<file path="src/rtl/ipt_pkg.sv">
package ipt_pkg;

   localparam int unsigned ADDR_W    = 5;
   localparam int unsigned PRE_SEL_W = 3;

   // register addresses; channel blocks are 8 apart and indexed by addr[2:0]
   localparam logic [ADDR_W-1:0] A_CTRL     = 5'd0;
   localparam logic [ADDR_W-1:0] A_PERIOD   = 5'd1;
   localparam logic [ADDR_W-1:0] A_STATUS   = 5'd2;
   localparam logic [ADDR_W-1:0] A_COUNT    = 5'd3;
   localparam logic [ADDR_W-1:0] A_PER_ACT  = 5'd4;
   localparam logic [ADDR_W-1:0] A_CFG_BASE = 5'd8;
   localparam logic [ADDR_W-1:0] A_CMP_BASE = 5'd16;
   localparam logic [ADDR_W-1:0] A_ACT_BASE = 5'd24;

   typedef enum logic [1:0] {
      EDGE_NONE = 2'b00,
      EDGE_RISE = 2'b01,
      EDGE_FALL = 2'b10,
      EDGE_BOTH = 2'b11
   } edge_sel_e;

   typedef struct packed {
      logic      irq_en;
      edge_sel_e edge_sel;
      logic      capture;
   } chan_cfg_t;

endpackage

</file>
<file path="src/rtl/ipt_prescaler.sv">
module ipt_prescaler #(
   parameter int unsigned SEL_W = 3
) (
   input  logic             clk_i,
   input  logic             rst_ni,
   input  logic             run_i,
   input  logic [SEL_W-1:0] sel_i,
   output logic             tick_o
);
   localparam int unsigned DIV_W = (1 << SEL_W) - 1;

   logic [DIV_W-1:0] div_q;
   logic [DIV_W-1:0] mask;

   always_comb mask = DIV_W'((32'd1 << sel_i) - 32'd1);

   always_ff @(posedge clk_i or negedge rst_ni) begin
      if (!rst_ni)     div_q <= '0;
      else if (!run_i) div_q <= '0;
      else             div_q <= div_q + 1'b1;
   end

   assign tick_o = run_i && ((div_q | ~mask) == '1);

   // divide-by-one ticks on every running cycle
   a_r1_div_one: assert property (@(posedge clk_i) disable iff (!rst_ni)
      (run_i && sel_i == '0) |-> tick_o);

endmodule

</file>
<file path="src/rtl/ipt_counter.sv">
module ipt_counter #(
   parameter int unsigned       CNT_W        = 16,
   parameter logic [CNT_W-1:0]  PERIOD_RESET = '1
) (
   input  logic             clk_i,
   input  logic             rst_ni,
   input  logic             run_i,
   input  logic             tick_i,
   input  logic [CNT_W-1:0] period_sh_i,
   output logic [CNT_W-1:0] count_o,
   output logic [CNT_W-1:0] period_o,
   output logic             wrap_o,
   output logic             load_o,
   output logic             upd_o
);
   logic [CNT_W-1:0] cnt_q, per_q;
   logic             upd_q;

   assign wrap_o = tick_i && (cnt_q >= per_q);
   assign load_o = wrap_o || !run_i;

   always_ff @(posedge clk_i or negedge rst_ni) begin
      if (!rst_ni) begin
         cnt_q <= '0;
         per_q <= PERIOD_RESET;
         upd_q <= 1'b0;
      end else begin
         upd_q <= tick_i;
         if (!run_i) begin
            cnt_q <= '0;
            per_q <= period_sh_i;
         end else if (wrap_o) begin
            cnt_q <= '0;
            per_q <= period_sh_i;
         end else if (tick_i) begin
            cnt_q <= cnt_q + 1'b1;
         end
      end
   end

   assign count_o  = cnt_q;
   assign period_o = per_q;
   assign upd_o    = upd_q;

   a_r2_count_bound: assert property (@(posedge clk_i) disable iff (!rst_ni)
      cnt_q <= per_q);

   a_r2_stop_zero: assert property (@(posedge clk_i) disable iff (!rst_ni)
      !run_i |=> cnt_q == '0);

   a_r1_hold_no_tick: assert property (@(posedge clk_i) disable iff (!rst_ni)
      (run_i && !tick_i) |=> $stable(cnt_q));

endmodule

</file>
<file path="src/rtl/ipt_channel.sv">
module ipt_channel #(
   parameter int unsigned CNT_W       = 16,
   parameter int unsigned SYNC_STAGES = 2
) (
   input  logic                clk_i,
   input  logic                rst_ni,
   input  logic                capture_i,
   input  ipt_pkg::edge_sel_e  edge_sel_i,
   input  logic [CNT_W-1:0]    cmp_sh_i,
   input  logic                load_i,
   input  logic [CNT_W-1:0]    count_i,
   input  logic                upd_i,
   input  logic                pin_i,
   input  logic                clr_i,
   output logic [CNT_W-1:0]    cmp_act_o,
   output logic [CNT_W-1:0]    cap_o,
   output logic                flag_o,
   output logic                pwm_o
);
   logic [SYNC_STAGES:0] sync_q;
   logic [CNT_W-1:0]     cmp_q, cap_q;
   logic                 flag_q, pwm_q;
   logic                 rise, fall, cap_evt, cmp_evt;

   always_ff @(posedge clk_i or negedge rst_ni) begin
      if (!rst_ni) sync_q <= '0;
      else         sync_q <= {sync_q[SYNC_STAGES-1:0], pin_i};
   end

   assign rise    = sync_q[SYNC_STAGES-1] & ~sync_q[SYNC_STAGES];
   assign fall    = ~sync_q[SYNC_STAGES-1] & sync_q[SYNC_STAGES];
   assign cap_evt = capture_i && ((edge_sel_i[0] && rise) || (edge_sel_i[1] && fall));
   assign cmp_evt = !capture_i && upd_i && (count_i == cmp_q);

   always_ff @(posedge clk_i or negedge rst_ni) begin
      if (!rst_ni) begin
         cmp_q  <= '0;
         cap_q  <= '0;
         flag_q <= 1'b0;
         pwm_q  <= 1'b0;
      end else begin
         if (load_i)  cmp_q <= cmp_sh_i;
         if (cap_evt) cap_q <= count_i;
         if (cap_evt || cmp_evt) flag_q <= 1'b1;
         else if (clr_i)         flag_q <= 1'b0;
         pwm_q <= !capture_i && (count_i < cmp_q);
      end
   end

   assign cmp_act_o = cmp_q;
   assign cap_o     = cap_q;
   assign flag_o    = flag_q;
   assign pwm_o     = pwm_q;

   a_r4_cmp_staged: assert property (@(posedge clk_i) disable iff (!rst_ni)
      !load_i |=> $stable(cmp_q));

   a_r7_flag_sticky: assert property (@(posedge clk_i) disable iff (!rst_ni)
      (flag_q && !clr_i) |=> flag_q);

   a_r6_capture_quiet: assert property (@(posedge clk_i) disable iff (!rst_ni)
      (!rise && !fall) |=> $stable(cap_q));

endmodule

</file>
<file path="src/rtl/ipt_timer.sv">
module ipt_timer #(
   parameter int unsigned      NUM_CH       = 5,
   parameter int unsigned      CNT_W        = 16,
   parameter int unsigned      SYNC_STAGES  = 2,
   parameter logic [CNT_W-1:0] PERIOD_RESET = '1
) (
   input  logic              clk_i,
   input  logic              rst_ni,
   input  logic              wr_en_i,
   input  logic [4:0]        addr_i,
   input  logic [CNT_W-1:0]  wr_data_i,
   output logic [CNT_W-1:0]  rd_data_o,
   input  logic              carrier_i,
   input  logic              carrier_tick_i,
   input  logic [NUM_CH-1:0] cap_i,
   output logic [NUM_CH-1:0] pwm_o,
   output logic              irq_o
);
   import ipt_pkg::*;

   localparam int unsigned CH_IDX_W = 3;

   if (NUM_CH < 1 || NUM_CH > 8) begin : g_bad_nch
      $error("ipt_timer: NUM_CH must be 1 to 8");
   end
   if (CNT_W < 9 || CNT_W > 32 || CNT_W <= NUM_CH) begin : g_bad_cntw
      $error("ipt_timer: CNT_W must be 9 to 32 and above NUM_CH");
   end
   if (SYNC_STAGES < 1 || SYNC_STAGES > 4) begin : g_bad_sync
      $error("ipt_timer: SYNC_STAGES must be 1 to 4");
   end

   // control fields
   logic                 run_q, ir_q, ovf_en_q, ovf_q;
   logic [PRE_SEL_W-1:0] pre_q;
   logic [CH_IDX_W-1:0]  irch_q;
   logic [CNT_W-1:0]     per_sh_q;
   chan_cfg_t            cfg_q    [NUM_CH];
   logic [CNT_W-1:0]     cmp_sh_q [NUM_CH];

   logic [CNT_W-1:0] count, per_act;
   logic [CNT_W-1:0] cmp_act [NUM_CH];
   logic [CNT_W-1:0] cap_val [NUM_CH];
   logic [NUM_CH-1:0] ch_flag, ch_pwm, ch_clr, ch_irq_en;
   logic pre_tick, tick, wrap, load, upd;
   logic wr_status;

   assign wr_status = wr_en_i && (addr_i == A_STATUS);

   always_ff @(posedge clk_i or negedge rst_ni) begin
      if (!rst_ni) begin
         run_q    <= 1'b0;
         pre_q    <= '0;
         ir_q     <= 1'b0;
         irch_q   <= '0;
         ovf_en_q <= 1'b0;
         ovf_q    <= 1'b0;
         per_sh_q <= PERIOD_RESET;
         for (int n = 0; n < NUM_CH; n++) begin
            cfg_q[n]    <= '0;
            cmp_sh_q[n] <= '0;
         end
      end else begin
         if (wr_en_i && addr_i == A_CTRL) begin
            run_q    <= wr_data_i[0];
            pre_q    <= wr_data_i[3:1];
            ir_q     <= wr_data_i[4];
            irch_q   <= wr_data_i[7:5];
            ovf_en_q <= wr_data_i[8];
         end
         if (wr_en_i && addr_i == A_PERIOD) per_sh_q <= wr_data_i;
         for (int n = 0; n < NUM_CH; n++) begin
            if (wr_en_i && addr_i == (A_CFG_BASE | 5'(n))) cfg_q[n]    <= chan_cfg_t'(wr_data_i[3:0]);
            if (wr_en_i && addr_i == (A_CMP_BASE | 5'(n))) cmp_sh_q[n] <= wr_data_i;
         end
         if (wrap)                          ovf_q <= 1'b1;
         else if (wr_status && wr_data_i[0]) ovf_q <= 1'b0;
      end
   end

   ipt_prescaler #(.SEL_W(PRE_SEL_W)) i_prescaler (
      .clk_i  (clk_i),
      .rst_ni (rst_ni),
      .run_i  (run_q && !ir_q),
      .sel_i  (pre_q),
      .tick_o (pre_tick)
   );

   assign tick = run_q && (ir_q ? carrier_tick_i : pre_tick);

   ipt_counter #(.CNT_W(CNT_W), .PERIOD_RESET(PERIOD_RESET)) i_counter (
      .clk_i       (clk_i),
      .rst_ni      (rst_ni),
      .run_i       (run_q),
      .tick_i      (tick),
      .period_sh_i (per_sh_q),
      .count_o     (count),
      .period_o    (per_act),
      .wrap_o      (wrap),
      .load_o      (load),
      .upd_o       (upd)
   );

   for (genvar n = 0; n < NUM_CH; n++) begin : g_ch
      assign ch_clr[n]    = wr_status && wr_data_i[n+1];
      assign ch_irq_en[n] = cfg_q[n].irq_en;

      ipt_channel #(.CNT_W(CNT_W), .SYNC_STAGES(SYNC_STAGES)) i_channel (
         .clk_i      (clk_i),
         .rst_ni     (rst_ni),
         .capture_i  (cfg_q[n].capture),
         .edge_sel_i (cfg_q[n].edge_sel),
         .cmp_sh_i   (cmp_sh_q[n]),
         .load_i     (load),
         .count_i    (count),
         .upd_i      (upd),
         .pin_i      (cap_i[n]),
         .clr_i      (ch_clr[n]),
         .cmp_act_o  (cmp_act[n]),
         .cap_o      (cap_val[n]),
         .flag_o     (ch_flag[n]),
         .pwm_o      (ch_pwm[n])
      );

      assign pwm_o[n] = ch_pwm[n] & ((ir_q && irch_q == CH_IDX_W'(n)) ? carrier_i : 1'b1);

      // the gated channel stays low whenever the carrier is low
      a_r10_carrier_gate: assert property (@(posedge clk_i) disable iff (!rst_ni)
         (ir_q && irch_q == CH_IDX_W'(n) && !carrier_i) |-> !pwm_o[n]);
   end

   assign irq_o = (ovf_q && ovf_en_q) || |(ch_flag & ch_irq_en);

   always_comb begin
      rd_data_o = '0;
      case (addr_i[4:3])
         2'b00: begin
            case (addr_i[2:0])
               3'd0: begin
                  rd_data_o[0]   = run_q;
                  rd_data_o[3:1] = pre_q;
                  rd_data_o[4]   = ir_q;
                  rd_data_o[7:5] = irch_q;
                  rd_data_o[8]   = ovf_en_q;
               end
               3'd1: rd_data_o = per_sh_q;
               3'd2: begin
                  rd_data_o[0]        = ovf_q;
                  rd_data_o[NUM_CH:1] = ch_flag;
               end
               3'd3: rd_data_o = count;
               3'd4: rd_data_o = per_act;
               default: rd_data_o = '0;
            endcase
         end
         2'b01: begin
            for (int n = 0; n < NUM_CH; n++)
               if (addr_i[2:0] == 3'(n)) rd_data_o = CNT_W'(cfg_q[n]);
         end
         2'b10: begin
            for (int n = 0; n < NUM_CH; n++)
               if (addr_i[2:0] == 3'(n)) rd_data_o = cfg_q[n].capture ? cap_val[n] : cmp_sh_q[n];
         end
         default: begin
            for (int n = 0; n < NUM_CH; n++)
               if (addr_i[2:0] == 3'(n)) rd_data_o = cmp_act[n];
         end
      endcase
   end

   // the wrap flag holds until a clearing write
   a_r7_ovf_sticky: assert property (@(posedge clk_i) disable iff (!rst_ni)
      (ovf_q && !(wr_status && wr_data_i[0])) |=> ovf_q);

   // the active terminal count moves only at a wrap or while stopped
   a_r4_period_staged: assert property (@(posedge clk_i) disable iff (!rst_ni)
      (run_q && !wrap) |=> $stable(per_act));

endmodule

</file>
<file path="config.mk">
export PLATFORM = sky130hd
export DESIGN_NAME = ipt_timer
export DESIGN_NICKNAME = d
export VERILOG_FILES = /design/src/rtl/ipt_pkg.sv /design/src/rtl/ipt_prescaler.sv /design/src/rtl/ipt_counter.sv /design/src/rtl/ipt_channel.sv /design/src/rtl/ipt_timer.sv
export SDC_FILE = /design/constraint.sdc
export NUM_CORES = 1
export LEC_CHECK = 0
export BUFFER_PORTS_ARGS = -buffer_cell sky130_fd_sc_hd__buf_2
export CELL_PAD_IN_SITES_DETAIL_PLACEMENT = 0
export CELL_PAD_IN_SITES_GLOBAL_PLACEMENT = 1
export CORE_MARGIN = 4
export CORE_UTILIZATION = 45
export CTS_CLUSTER_SIZE = 20
export DETAILED_ROUTE_END_ITERATION = 6
export GPL_ROUTABILITY_DRIVEN = 0
export PLACE_DENSITY = 0.71
export SLEW_MARGIN = 20
export SYNTH_ARGS = -nofsm -noshare
export SYNTH_HDL_FRONTEND = slang
export SYNTH_HIERARCHICAL = 1
export SYNTH_SLANG_ARGS = --single-unit
</file>
<file path="constraint.sdc">
create_clock -name clk_i -period 3.7 [get_ports clk_i]
set_input_delay 0.185 -clock clk_i [delete_from_list [all_inputs] [get_ports clk_i]]
set_output_delay 0.185 -clock clk_i [all_outputs]
set_load 0.03 [all_outputs]
</file>
==> reports/results.ini, run 1 <==
[sta]
finalSetupViolCount = 0
fin_setup_tns_ps = 0
rsz0062_at_grt = no
tightest_slew_ps = 911
timing.fmax_mhz = 316
hold_viol = 0
fin_worst_skew_ps = 13.5
worst_slack_ps = 538
fin_crit_sh = 0.855
slew_headroom = 0.387
finalMaxSlewViolations = 0
finalCriticalPeriod_ps = 3160

[setup_path]
worstSetupPathType = reg2out
critPathMaxFanout = 11
critPathMaxStageDelay_ps = 880
path_cells = buf_4 > mux2_2 > nand2_1 > o21ai_0 > a32oi_1 > o21ai_0 > buf_2
startpoint_type = flop
slowest_stage = dfrtp_1
path_common_cell = o21ai_0
cp-end-kind = output port
critPathRequiredTime_ps = 3510
cp.arrival_ps = 2980

[layout]
final_common_cell = dfrtp_1
final_cells = 2374
fillerInstances = 3789
area_growth_pct = 13.1
fin_util = 0.515
final_cell_mix = dfrtp_1, mux2_2, o21ai_0
layout-drive-gt1-share = 0.261
finish.net_count = 1928
stdcell_area_um2 = 21600

[yosys]
syn_avg_cell_area_um2 = 11.2
synth_nets = 1842
synth-seq-cells = 351
async_flop_share = 1.00
yosysSeqAreaShare = 0.461
synth-edff-count = 0
synth_warnings = 6
synth_cells = 1713
syn-cell-area_um2 = 19100
ys.flop_type = dfrtp_1
synth_cell_types = 71

[die]
die_h_um = 214
core_region_area_um2 = 41900
die-area_um2 = 45900
initial_utilization = 0.456
io_pins = 53
dieWidth_um = 214
rows = 75

[power_and_ir_drop]
peakVddDrop_v = 0.000344
internal-power_mw = 8.39
p_comb_frac = 0.247
seqPwrFrac = 0.417
sw_frac_of_total = 0.329
switchingPower_mw = 4.12
p_leak_nw = 10.0
pwr-share-clk = 0.336
p_per_area_nw_per_um2 = 579

[global_route]
overflow = 0
grt_pass1_wl_um = 94000
grt_max_degree = 103
antenna_found_initial = 1
gr-usage-all-layers = 0.270
grt_pass1_vias = 14300

[routing]
wl_um = 62400
drc_errors = 0
num_vias = 14200
first_pass_iters = 7
via_per_inst = 5.96
wire_per_inst_um = 26.3
ant_nets = 0
drt-initial-drc-count = 1324

[cts]
cts_setup_buffers = 0
cts_root_buf = clkbuf_16
htree_num_levels = 2
numCtsBuffers = 41
cts-resized-gates = 0
clock_latency_ps = 570
cts_tree = built
cts.sinks = 351
postCtsHoldBufs = 13
cts_buffer_depth = 3
clk_pin_slew_ps = 60

[place]
hpwlAfterDp_um = 42700
place_worst_setup_slack_ps = 544
port_buffers = 52
dp_cells = 2282
placed_cell_area_um2 = 20100

[worst_hold_path]
hold_class = in2reg

[status]
status = complete, no violations

[job]
max-cap-violations = 0

-- state kept, by name, indices dropped and copies added (netlist names) --
signal                    count
irch_q                        3
per_sh_q                     16
i_counter/period_o           16
g_ch.i_channel/cmp_act_o     80
g_ch.i_channel/sync_q        15
cmp_sh_q                     80
i_counter/upd_o               1
ovf_en_q                      1
cfg_q                        20
g_ch.i_channel/flag_o         5
ovf_q                         1
g_ch.i_channel/pwm_o          5
pre_q                         3
ir_q                          1
i_prescaler/div_q             7
run_q                         1
g_ch.i_channel/cap_o         80
i_counter/count_o            16
-- critical path, delay by kind of cell, from the launching register on --
| family | cells | cell delay [ps] |
|---|---|---|
| AND/OR/NAND/NOR | 1 | 60 |
| flip-flops | 1 | 880 |
| buffers and inverters | 2 | 570 |
| AO/OA/AOI/OAI | 3 | 530 |
| multiplexers | 1 | 360 |
-- metal layers --
layer | vias up | GRT usage | share of wire
met4 | 2 | 0.0893 | 0.034
met1 | 7243 | 0.379 | 0.44
li1 | 6349 | - | -
met3 | 102 | 0.0424 | 0.059
met2 | 461 | 0.431 | 0.46
met5 | - | 0 | 0.00016
-- logic make-up (layout without fill, tap and decap cells) --
logic type,count (synthesis),count (layout),synth area share
compound gates,372,372,0.121
xor+xnor,18,18,0.00824
fa+ha+maj,98,98,0.0641
buf+inv,187,306,0.0471
flops,351,351,0.461
mux,322,322,0.198
other cells,0,3,0
simple gates,365,365,0.100
-- through the flow --
stage / power [mW] / hold slack (ps)
3_3_place_gp: 8.24 / 277
5_1_grt: 13.2 / 17.2
3_5_place_dp: 8.31 / 286
4_1_cts: 12.6 / 20.3
6_report: 12.5 / 37.8
2_1_floorplan: 7.19 / -111
-- final cells by class --
type / instances / area, µm² / share of cell area
multi-input combinational: 1175 / 9400 / 0.435
timing repair buffer: 128 / 938 / 0.0434
sequential: 351 / 8820 / 0.408
clock inverter: 12 / 120 / 0.00556
antenna: 3 / 7.51 / 0.000347
inverter: 102 / 383 / 0.0177
tap: 539 / 674 / 0.0312
clock buffer: 64 / 1270 / 0.0590
-- path summary, 6_finish.rpt --
kind	slack [ps]	from	cells past startpoint	to
max	540	cfg_q[12]	7	rd_data_o[5]
min	40	wr_data_i[4]	2	ir_q
max reg2reg	600	run_q	11	i_counter/count_o[15]
min reg2reg	350	g_ch[1].i_channel/sync_q[0]	0	g_ch[1].i_channel/sync_q[1]
max in group asynchronous	2320	rst_ni	3	g_ch[0].i_channel/cap_o[14]
min in group asynchronous	220	rst_ni	2	cmp_sh_q[6]
-- power groups by stage --
stage | logic, mW | registers (mW) | clock network [mW]
2_1_floorplan | 2.17 | 5.02 | 0
3_3_place_gp | 2.98 | 5.25 | 0
3_5_place_dp | 3.04 | 5.28 | 0
4_1_cts | 3.07 | 5.22 | 4.28
5_1_grt | 3.38 | 5.32 | 4.46
6_report | 3.09 | 5.22 | 4.20
-- synth_stat cells, types with 30 or more instances --
| cell type | instances | area share |
|---|---|---|
| inv_1 | 101 | 0.020 |
| a211oi_1 | 41 | 0.016 |
| dfstp_2 | 32 | 0.044 |
| nand3_1 | 30 | 0.0079 |
| mux2_2 | 160 | 0.094 |
| nor2_1 | 44 | 0.0086 |
| dfrtp_1 | 319 | 0.42 |
| mux2_4 | 68 | 0.053 |
| a21oi_1 | 59 | 0.015 |
| ha_1 | 98 | 0.064 |
| clkbuf_1 | 35 | 0.0069 |
| o21ai_0 | 148 | 0.039 |
| mux2i_1 | 74 | 0.039 |
| nor2b_1 | 40 | 0.013 |
| nand2_1 | 138 | 0.027 |
(Power assumes the default switching activity.)
==> run 2: changes to the inputs <==
PLACE_DENSITY = 0.74   (was 0.71)
clock period = 2.9 ns   (was 3.7 ns; I/O delays follow)
==> run 2 against run 1 <==
Compared with the run above: sequential power increased by 27%; non-clock buffer count rose by 21; worst setup slack worse by 470 ps; worst hold slack got worse by 20 ps; global-route usage decreased by 1.8 points; die area stayed put; cell count is 0.51% higher; combinational power increased by 36%; critical path depth rose by 2; count of clock-buffer cells in the layout fell by 8; sequential share of layout area decreased by 0.44 points; largest cell class unchanged.
==> reports/results.ini, run 2 (synthesized netlist as in run 1, its figures left out) <==
[status]
status = complete, no violations  ; unchanged

[sta]
tightest_slew_ps = 722  ; was 911 ps
finalMaxSlewViolations = 0  ; unchanged
fin_crit_sh = 0.975
fin_setup_tns_ps = 0  ; unchanged
finalSetupViolCount = 0  ; unchanged
holdWs_ps = 18.1  ; was 37.8 ps
hold_viol = 0  ; unchanged
worst_slack_ps = 71.3  ; was 538 ps
slew_headroom = 0.517  ; was 0.387
timing.fmax_mhz = 354
fin_worst_skew_ps = 17.0  ; was 13.5 ps
finalCriticalPeriod_ps = 2830

[power_and_ir_drop]
p_leak_nw = 10.1  ; was 10.0 nW
peakVddDrop_v = 0.000599  ; was 0.000344 V
p_per_area_nw_per_um2 = 727  ; was 579 nW/µm²
power.total_mw = 15.9  ; was 12.5 mW

[routing]
drc_errors = 0  ; unchanged
num_vias = 14000  ; was 14200
ant_nets = 0  ; unchanged
wire_per_inst_um = 24.7  ; was 26.3 µm
drt-initial-drc-count = 1146  ; was 1324
wl_um = 58900  ; was 62400 µm
first_pass_iters = 5  ; was 7
via_per_inst = 5.89  ; was 5.96

[die]
core_region_area_um2 = 41900  ; unchanged
io_pins = 53  ; unchanged
die-area_um2 = 45900  ; unchanged
rows = 75  ; unchanged
die_h_um = 214  ; unchanged
dieWidth_um = 214  ; unchanged
initial_utilization = 0.456  ; unchanged

[layout]
finish.net_count = 1947  ; was 1928
area_growth_pct = 14.3  ; was 13.1%
diodes = 0  ; was 3
final_cell_mix = dfrtp_1, mux2_2, o21ai_0  ; unchanged
final_common_cell = dfrtp_1  ; unchanged
final_cells = 2386  ; was 2374
layout-drive-gt1-share = 0.268  ; was 0.261
fillerInstances = 3716  ; was 3789

[setup_path]
cp.arrival_ps = 3250  ; was 2980 ps
critPathMaxFanout = 25  ; was 11
worstSetupPathType = reg2reg  ; was reg2out
cp-end-kind = flop  ; was output port
startpoint_type = flop  ; unchanged
critPathRequiredTime_ps = 3330  ; was 3510 ps

[place]
dp_cells = 2299  ; was 2282
port_buffers = 52  ; unchanged
hpwlAfterDp_um = 41200  ; was 42700 µm
place_worst_setup_slack_ps = 21.1  ; was 544 ps

[global_route]
overflow = 0  ; unchanged
grt_pass1_wl_um = 89400  ; was 94000 µm
gr-usage-all-layers = 0.252  ; was 0.270
grt_max_degree = 87  ; was 103
grt_pass1_vias = 14300  ; about the same
antenna_found_initial = 0  ; was 1

[worst_hold_path]
hold_class = in2reg  ; unchanged

[cts]
clock_latency_ps = 540  ; was 570 ps
cts_root_buf = clkbuf_16  ; unchanged
cts_tree = built  ; unchanged
numCtsBuffers = 39  ; was 41
htree_num_levels = 2  ; unchanged
cts.sinks = 351  ; unchanged
clk_pin_slew_ps = 60  ; about the same
cts_buffer_depth = 3  ; unchanged

[job]
max-cap-violations = 0  ; unchanged

## run 2: power by group
group | internal (mW) | switching [mW] | leakage [nW] | total [mW]
Sequential | 5.90 | 0.725 | 4.50 | 6.62
Combinational | 1.81 | 2.39 | 4.99 | 4.20
Clock | 3.01 | 2.06 | 0.643 | 5.07
Total | 10.7 | 5.18 | 10.1 | 15.9
## run 2: final cells by class
cell class / count / area [µm²] / share of cell area
multi-input combinational: 1175 / 9410 / 0.430
timing repair buffer: 149 / 1270 / 0.0582
clock buffer: 56 / 1140 / 0.0523
clock inverter: 14 / 154 / 0.00704
sequential: 351 / 8820 / 0.404
inverter: 102 / 383 / 0.0175
tap: 539 / 674 / 0.0308
## run 2: worst paths after layout
path                       slack, ps                             end  cells past startpoint                        start
max                               70  g_ch[3].i_channel/cmp_act_o[0]                      9       i_counter/period_o[11]
min reg2reg                      340     g_ch[4].i_channel/sync_q[1]                      0  g_ch[4].i_channel/sync_q[0]
max in group asynchronous       1880                    per_sh_q[15]                      3                       rst_ni
min                               20                    cmp_sh_q[44]                      2                wr_data_i[12]
max reg2reg                       70  g_ch[3].i_channel/cmp_act_o[0]                      9       i_counter/period_o[11]
min in group asynchronous        150           i_counter/count_o[11]                      2                       rst_ni
## run 2: critical path, cell delays in order (launching register included)
cell and delay [ps]:
dfstp_2 540, inv_1 50, ha_1 280, nand2_1 150, nor3_4 290, or4b_4 520, a41oi_4 180, buf_12 160
buf_12 170, mux2_2 350
## run 2: timing repair
action	4_1_cts	5_1_grt
setup endpoints to repair	2	85
hold buffers	13	0
pin swaps	0	2
cloned	0	2
setup buffers	0	2
hold endpoints to repair	95	0
gates resized for setup	1	4
## run 2: routing by layer
| metal | GRT usage | routed length, µm | share of wire |
|---|---|---|---|
| met5 | 0 | 0 | 0 |
| met4 | 0.0819 | 1950 | 0.033 |
| met3 | 0.0351 | 3060 | 0.052 |
| met2 | 0.415 | 27600 | 0.47 |
| met1 | 0.346 | 26300 | 0.45 |
## run 2: through the flow
| stage | area (µm²) | utilization |
|---|---|---|
| final | 21900 | 0.521 |
| after global routing | 21900 | 0.521 |
| after CTS | 21800 | 0.519 |
| after detailed placement | 20300 | 0.485 |
| after global placement | 20300 | 0.485 |
| after floorplan | 19100 | - |
==> run 3: changes to the inputs <==
PLACE_DENSITY = 0.73   (was 0.74)
SYNTH_HIERARCHICAL = default   (was 1)
==> run 3 against run 2 <==
Compared with the run above: combinational power down 16%; sequential power down 2%; die area down 3.0%; utilization up 0.48 points; synthesized area down 3.1%; sequential cell count unchanged; clock power up 3%; cell count down 5.0%; largest cell class unchanged; largest power group unchanged.
==> reports/results.ini, run 3 <==
[layout]
diodes = 0  ; unchanged
fin_util = 0.526  ; was 0.521
stdcell_area_um2 = 21400  ; was 21900 µm²
final_common_cell = dfrtp_1  ; unchanged
final_cell_mix = dfrtp_1, mux2_2, inv_1  ; was dfrtp_1, mux2_2, o21ai_0
layout-drive-gt1-share = 0.283  ; was 0.268
area_growth_pct = 15.7  ; was 14.3%
finish.net_count = 1832  ; was 1947

[global_route]
grt_pass1_wl_um = 89700  ; was 89400 µm
grt_pass1_vias = 13600  ; was 14300
grt_max_degree = 87  ; unchanged
antenna_found_initial = 2  ; was 0
gr-usage-all-layers = 0.270  ; was 0.252
overflow = 0  ; unchanged

[setup_path]
worstSetupPathType = reg2out  ; was reg2reg
cp.arrival_ps = 2690  ; was 3250 ps
startpoint_type = flop  ; unchanged
critPathMaxFanout = 9  ; was 25
cp-end-kind = output port  ; was flop
critPathRequiredTime_ps = 2760  ; was 3330 ps

[cts]
cts_tree = built  ; unchanged
clk_pin_slew_ps = 60  ; about the same
numCtsBuffers = 40  ; was 39
clock_latency_ps = 560  ; was 540 ps
cts.sinks = 351  ; unchanged
cts_buffer_depth = 3  ; unchanged
cts_root_buf = clkbuf_16  ; unchanged
htree_num_levels = 2  ; unchanged

[routing]
wl_um = 59800  ; was 58900 µm
first_pass_iters = 5  ; unchanged
num_vias = 13600  ; was 14000
via_per_inst = 5.98  ; was 5.89
ant_nets = 0  ; unchanged
wire_per_inst_um = 26.4  ; was 24.7 µm
drt-initial-drc-count = 1128  ; was 1146
drc_errors = 0  ; unchanged

[sta]
finalCriticalPeriod_ps = 2830  ; about the same
finalSetupViolCount = 0  ; unchanged
fin_setup_tns_ps = 0  ; unchanged
fin_crit_sh = 0.977  ; was 0.975
holdWs_ps = 39.2  ; was 18.1 ps
timing.fmax_mhz = 353  ; was 354 MHz
hold_viol = 0  ; unchanged
slew_headroom = 0.343  ; was 0.517
tightest_slew_ps = 983  ; was 722 ps
rsz0062_at_grt = no
fin_worst_skew_ps = 14.9  ; was 17.0 ps
finalMaxSlewViolations = 0  ; unchanged

[yosys]
synth-edff-count = 0  ; unchanged
async_flop_share = 1.00  ; unchanged
synth.most_common_cell = dfrtp_1  ; unchanged
synth_common_cells = dfrtp_1, mux2_2, inv_1, ha_1, mux2i_1  ; was dfrtp_1, mux2_2, o21ai_0, nand2_1, inv_1
synth_warnings = 0  ; was 6
synthTopCellsByArea = dfrtp_1, mux2_2, ha_1  ; unchanged
syn_avg_cell_area_um2 = 11.7  ; was 11.2 µm²
synth_cells = 1580  ; was 1713
synth_top_area_cell = dfrtp_1  ; unchanged
synth-seq-cells = 351  ; unchanged
synth_cell_types = 68  ; was 71
syn-cell-area_um2 = 18500  ; was 19100 µm²
yosysSeqAreaShare = 0.476  ; was 0.461
synth_nets = 1709  ; was 1842
synth_top_area_frac = 0.431  ; was 0.417
ys.flop_type = dfrtp_1  ; unchanged

[die]
initial_utilization = 0.455  ; was 0.456
die_h_um = 211  ; was 214 µm
dieWidth_um = 211  ; was 214 µm
io_pins = 53  ; unchanged
core_region_area_um2 = 40700  ; was 41900 µm²
die-area_um2 = 44500  ; was 45900 µm²
rows = 74  ; was 75

[place]
placed_cell_area_um2 = 19900  ; was 20300 µm²
hpwlAfterDp_um = 42100  ; was 41200 µm
port_buffers = 52  ; unchanged

[power_and_ir_drop]
p_leak_nw = 9.92  ; was 10.1 nW
peakVddDrop_v = 0.000385  ; was 0.000599 V
p_per_area_nw_per_um2 = 712  ; was 727 nW/µm²

[status]
status = complete, no violations  ; unchanged

[worst_hold_path]
hold_class = in2reg  ; unchanged

[job]
max-cap-violations = 0  ; unchanged

-- run 3: cell types whose count changed after synthesis, sizes merged, moves of 16 or more --
cell / delta
buf: -19
a21oi: -17
nor2b: -27
clkbuf: +17
mux2i: +23
a221oi: +22
mux2: +35
nand2: -56
a211oi: -32
o22ai: +30
o21ai: -94
o211ai: -16
-- run 3: worst paths after layout --
check                                             from                             end  slack [ps]  cells after the start
max                                           cfg_q[0]                    rd_data_o[3]          70                      6
min                                       wr_data_i[3]        g_ch[2].i_channel.flag_o          40                      4
max reg2reg                     i_counter.period_o[13]  g_ch[1].i_channel.cmp_act_o[1]         140                     10
min reg2reg                g_ch[2].i_channel.sync_q[0]     g_ch[2].i_channel.sync_q[1]         350                      0
max in group asynchronous                       rst_ni      g_ch[0].i_channel.cap_o[8]        1920                      3
min in group asynchronous                       rst_ni            i_prescaler.div_q[4]         110                      2
-- run 3: kinds of logic (layout without fill, tap and decap cells) --
kind of cell    after synthesis  after routing  share of synthesized area
compound gates              276            276                      0.100
fa+ha+maj                    98             98                     0.0662
buf+inv                     189            344                     0.0432
flops                       351            351                      0.476
simple gates                267            267                     0.0694
xor+xnor                      4              4                    0.00189
mux                         395            395                      0.243
-- run 3: per-stage QoR --
stage	std cells	total power [mW]	setup WS (ps)
6_report	2267	15.2	65.3
5_1_grt	2267	16.0	16.4
4_1_cts	2259	15.3	112
3_5_place_dp	2168	10.0	147
3_3_place_gp	2168	9.94	259
2_1_floorplan	1580	8.68	325
-- run 3: repair_timing --
item / in CTS / in global routing
hold endpoints to repair: 230 / 0
setup buffers: 0 / 8
gates resized for setup: 0 / 0
hold buffers: 17 / 0
endpoints found under the setup margin: 0 / 5
-- run 3: where the power goes --
group          internal [mW]  switching [mW]
clock                   3.13            2.07
sequential              5.79           0.736
combinational           1.61            1.92
-- run 3: layout make-up --
type,count,area [µm²]
clock inverter,12,168
tap,532,666
sequential,351,8820
multi-input combinational,1040,8920
fill,3617,19300
timing repair buffer,164,1290
clock buffer,62,1160
inverter,106,398
-- run 3: layer usage --
layer / routed length, µm / share of wire / vias to the layer above / track usage
met3: 4480 / 0.075 / 109 / 0.0506
met2: 27200 / 0.46 / 501 / 0.420
met1: 26200 / 0.44 / 6913 / 0.388
met5: 16 / 0.00027 / - / 0
li1: - / - / 6040 / -
met4: 1910 / 0.032 / 2 / 0.0861
-- run 3: worst max-delay path, stage by stage, from the launching register on --
cell and delay (ps):
dfrtp_1 450, buf_4 310, mux2i_1 300, nor2_1 70, o41ai_1 590, o22ai_1 170
buf_2 220
